<file path="src/rtl/csmul_pkg.sv">
`timescale 1ns/1ps
package csmul_pkg;
  localparam int unsigned MUL_A_W = 6;
  localparam int unsigned MUL_B_W = 6;

  // width of a column count: a column total is bounded by twice the tallest column
  function automatic int unsigned cnt_width(input int unsigned h);
    return $clog2(2 * h + 1);
  endfunction
endpackage

</file>
<file path="src/rtl/pp_array.sv">
`timescale 1ns/1ps
module pp_array #(
  parameter int unsigned A_W = 6,
  parameter int unsigned B_W = 6
) (
  input  logic [A_W-1:0]          a_i,
  input  logic [B_W-1:0]          b_i,
  output logic [B_W-1:0][A_W-1:0] pp_o
);
  for (genvar j = 0; j < B_W; j++) begin : g_row
    assign pp_o[j] = a_i & {A_W{b_i[j]}};
  end
endmodule

</file>
<file path="src/rtl/col_counter.sv">
`timescale 1ns/1ps
module col_counter #(
  parameter int unsigned N_IN  = 6,
  parameter int unsigned CNT_W = 4
) (
  input  logic [N_IN-1:0]  bits_i,
  input  logic [CNT_W-1:0] cin_i,
  output logic             sum_o,
  output logic [CNT_W-1:0] cout_o
);
  logic [CNT_W-1:0] total;

  always_comb begin
    total = cin_i;
    for (int i = 0; i < N_IN; i++) total = total + CNT_W'(bits_i[i]);
  end

  assign sum_o  = total[0];
  assign cout_o = total >> 1;
endmodule

</file>
<file path="src/rtl/counter_row.sv">
`timescale 1ns/1ps
module counter_row #(
  parameter int unsigned A_W  = 6,
  parameter int unsigned ROWS = 5,
  parameter int unsigned P_W  = 11
) (
  input  logic [ROWS-1:0][A_W-1:0] pp_i,
  output logic [P_W-1:0]           sum_o,
  output logic                     spill_o
);
  localparam int unsigned H_MAX = (A_W < ROWS) ? A_W : ROWS;
  localparam int unsigned CNT_W = csmul_pkg::cnt_width(H_MAX);

  logic [P_W-1:0][A_W-1:0] col_bits;
  logic [P_W:0][CNT_W-1:0] carry;

  // gather column k: bit i of the column is pp[k-i][i]
  for (genvar k = 0; k < P_W; k++) begin : g_col
    for (genvar i = 0; i < A_W; i++) begin : g_bit
      localparam int J = k - i;
      if (J >= 0 && J < ROWS) begin : g_pp
        assign col_bits[k][i] = pp_i[J][i];
      end else begin : g_zero
        assign col_bits[k][i] = 1'b0;
      end
    end
  end

  assign carry[0] = '0;

  for (genvar k = 0; k < P_W; k++) begin : g_cnt
    col_counter #(
      .N_IN (A_W),
      .CNT_W(CNT_W)
    ) u_col (
      .bits_i(col_bits[k]),
      .cin_i (carry[k]),
      .sum_o (sum_o[k]),
      .cout_o(carry[k+1])
    );
  end

  assign spill_o = |carry[P_W];
endmodule

</file>
<file path="src/rtl/csmul6x6.sv">
`timescale 1ns/1ps
module csmul6x6 #(
  parameter int unsigned A_W = csmul_pkg::MUL_A_W,
  parameter int unsigned B_W = csmul_pkg::MUL_B_W,
  localparam int unsigned P_W = A_W + B_W - 1
) (
  input  logic [A_W-1:0] a_i,
  input  logic [B_W-1:0] b_i,
  output logic [P_W-1:0] p_o,
  output logic [A_W-1:0] q_o
);
  logic [B_W-1:0][A_W-1:0] pp;
  logic                    row_spill;

  pp_array #(
    .A_W(A_W),
    .B_W(B_W)
  ) u_pp (
    .a_i (a_i),
    .b_i (b_i),
    .pp_o(pp)
  );

  // lower rows reduced by one row of column counters
  counter_row #(
    .A_W (A_W),
    .ROWS(B_W - 1),
    .P_W (P_W)
  ) u_row (
    .pp_i   (pp[B_W-2:0]),
    .sum_o  (p_o),
    .spill_o(row_spill)
  );

  // top row passes straight to the upper vector
  assign q_o = pp[B_W-1];
endmodule

</file>
<file path="config.mk">
export PLATFORM = sky130hd
export DESIGN_NAME = csmul6x6
export DESIGN_NICKNAME = d
export VERILOG_FILES = /design/src/rtl/csmul_pkg.sv /design/src/rtl/pp_array.sv /design/src/rtl/col_counter.sv /design/src/rtl/counter_row.sv /design/src/rtl/csmul6x6.sv
export SDC_FILE = /design/constraint.sdc
export NUM_CORES = 1
export LEC_CHECK = 0
export ABC_AREA = 0
export BUFFER_PORTS_ARGS = -buffer_cell sky130_fd_sc_hd__buf_4
export CAP_MARGIN = 20
export CORE_ASPECT_RATIO = 1.1
export CORE_MARGIN = 3
export CORE_UTILIZATION = 37
export DETAILED_ROUTE_END_ITERATION = 7
export SETUP_SLACK_MARGIN = 0.5
export SLEW_MARGIN = 25
export SYNTH_ARGS = -nofsm -noshare
export SYNTH_HDL_FRONTEND = slang
export SYNTH_SLANG_ARGS = --single-unit
</file>
<file path="constraint.sdc">
create_clock -name vclk -period 21.2
set_input_delay 6.36 -clock vclk [all_inputs]
set_output_delay 6.36 -clock vclk [all_outputs]
set_load 0.02 [all_outputs]
</file>
==> results.md <==
- Non-Filler Instances: 159
- Global-route track usage on met2: 22.8%
- Post-Syn Area: ~940 um2
- GRT overflow: 0
- Count of port buffers added during placement: 29
- I/O pin total: 29
- Max-slew violations: 0
- Yosys Warn Count: 0
- CP required: roughly 15 ns
- Routability cong.: about 0.8
- CP max stage delay: approximately 0.50 ns
- Number of distinct library cells after synthesis: 14
- Via Count: 710
- CP arrival: roughly 14 ns
- Layout fillers: 221
- Routed WL: ~1800 um
- Worst-Margin Slew: about 0.3 ns
- All-layer global routing usage: approximately 12%
- # clk buffers: 0
- Setup crit start kind: primary input
- Initial antenna violation count: 0
- DRT iter0 DRCs: 5
- Critical Path Fanout Max: 6
- Unrepaired setup endpoints after global routing: false
- Multi-input gate area: between 800 and 900 um2
- DIE HEIGHT: 58.8 um
- Vias in the first global route: 706
- Final hold vios: 0
- GRT Max-Usage Layer: met2
- Most frequent cells in the layout: buf_4 (33), and2_1 (20), nand2_1 (16), fa_1 (12), inv_1 (11)
- Commonest non-fill, non-tap cell in the layout: buf_4
- First-pass GRT wire length: 3040 um
- Number of max-cap violations: 0
- CP bufs+invs: 8
- Hold Path Class: primary input to output pin
- Row cnt: 18
- Routing usage on met3: 0%
- Final period util: a little over nine tenths
- Die area: about 0.0032 mm2
- Worst slew margin: about four fifths
- Die Width: between 50 and 60 um
- CP Capture Type: output pin
- Post-synthesis cell count: ~110
- Routed Antenna Nets: 0
- DP Cell Count: about 160
- Fmax: slightly below 50 MHz
- DRC: 0
- Outcome: finished, final reports clean
- Placeable Area: 0.00232 mm2
- Detail Placement HPWL: 1560 um
- Top post-synthesis cells by area: fa_1 (34%), ha_1 (20%), and2_1 (13%)
- Synth Area per Inst: 8.75 um2
- Period minus WS final: ~20 ns
- Nets: about 170
- Starting Density: between 40% and 50%
- WS Path Type: primary input to output pin
- FF/Latch Area: 0 um2
- FF+latch count: 0
- Synth top area share: 34.2%
- Final setup viols: 0
- Power consumption: a little under 70 uW
- Pwr/cell area: ~57 mW/mm2
- Antenna diodes: 0
- Max rail drop VDD: 38.3 uV
- Post-synth top area cell: fa_1
- Vias per inst: approximately 4.5
- Area Growth Syn to Fin: 27.5%
- Slowest CP cell: fa_1
- GR Layer Usage met1: approximately 16%
- Top cell by count, worst path: fa_1
- Largest net degree at the start of global routing: 7
- Initial DRT Pass Iterations: 4
- Wirelength per Cell: around 11 um
- Leakage power: around 0.65 nW
- CP delay by family, top: adder cells
- Post-synthesis sequential area ratio: 0%
- Setup TNS: 0 ns
- Net count after synthesis: 150
- Share of cells above drive strength 1: between 30% and 40%
## layout make-up
cell class                      instances  area share, %
Inverter                               15           4.72
Multi-Input combinational cell         81           71.4
Tap cell                               30           3.14
Timing Repair Buffer                   33           20.8
## per-stage QoR
stage	hold slack [ns]	cell area (um2)	worst slack, ns	util (%)
4_1_cts	13.07	1180	0.518	50.8
2_1_floorplan	12.90	936	0.696	-
3_3_place_gp	13.07	1110	0.320	47.8
3_5_place_dp	13.07	1110	0.214	47.8
6_report	13.07	1190	0.729	51.5
5_1_grt	13.10	1190	0.515	51.5
## worst min-delay path, delay by kind of cell
family / cells / cell delay (ns)
buf+inv: 2 / 0.23
simple gates: 1 / 0.12
## Yosys cell counts, drive strengths merged
master  count
and2       20
fa         16
nand2      16
ha         15
inv        15
buf        11
a21oi       4
xnor2       3
xor2        3
a21o        1
nor2        1
nor2b       1
nor3        1
## logic make-up after synthesis
group	share of synthesized area (%)
adders and majority gates	54.3
AOI/OAI and AO/OA	3.34
xor gates and xnor gates	5.62
and+or+nand+nor	21.9
buffers and inverters	14.8
## layer usage
metal  routed length, um  part of all wire, %  vias up
li1                    -                    -      360
met1                 778                   43      331
met2                 916                   51       19
met3                 113                  6.2        0
met4                   0                    0        0
met5                   0                    0        -
## final timing paths
| path | slack, ns | from | end | depth (start not counted) |
|---|---|---|---|---|
| worst max-delay path | 0.73 | b_i[1] | p_o[10] | 31 |
| worst min-delay path | 13.07 | b_i[5] | q_o[0] | 3 |
## where the power goes
| part | leakage [nW] | total (mW) | internal, mW | switching (mW) |
|---|---|---|---|---|
| clock | 0 | 0 | 0 | 0 |
| combinational | 0.645 | 0.0681 | 0.0316 | 0.0365 |
| sequential | 0 | 0 | 0 | 0 |
## repair_timing
item,CTS,global route
hold buffers,0,0
setup buffers,2,2
setup endpoints to repair,2,1
pin swaps,19,12
resized for setup,16,0
(Power assumes the default switching activity.)
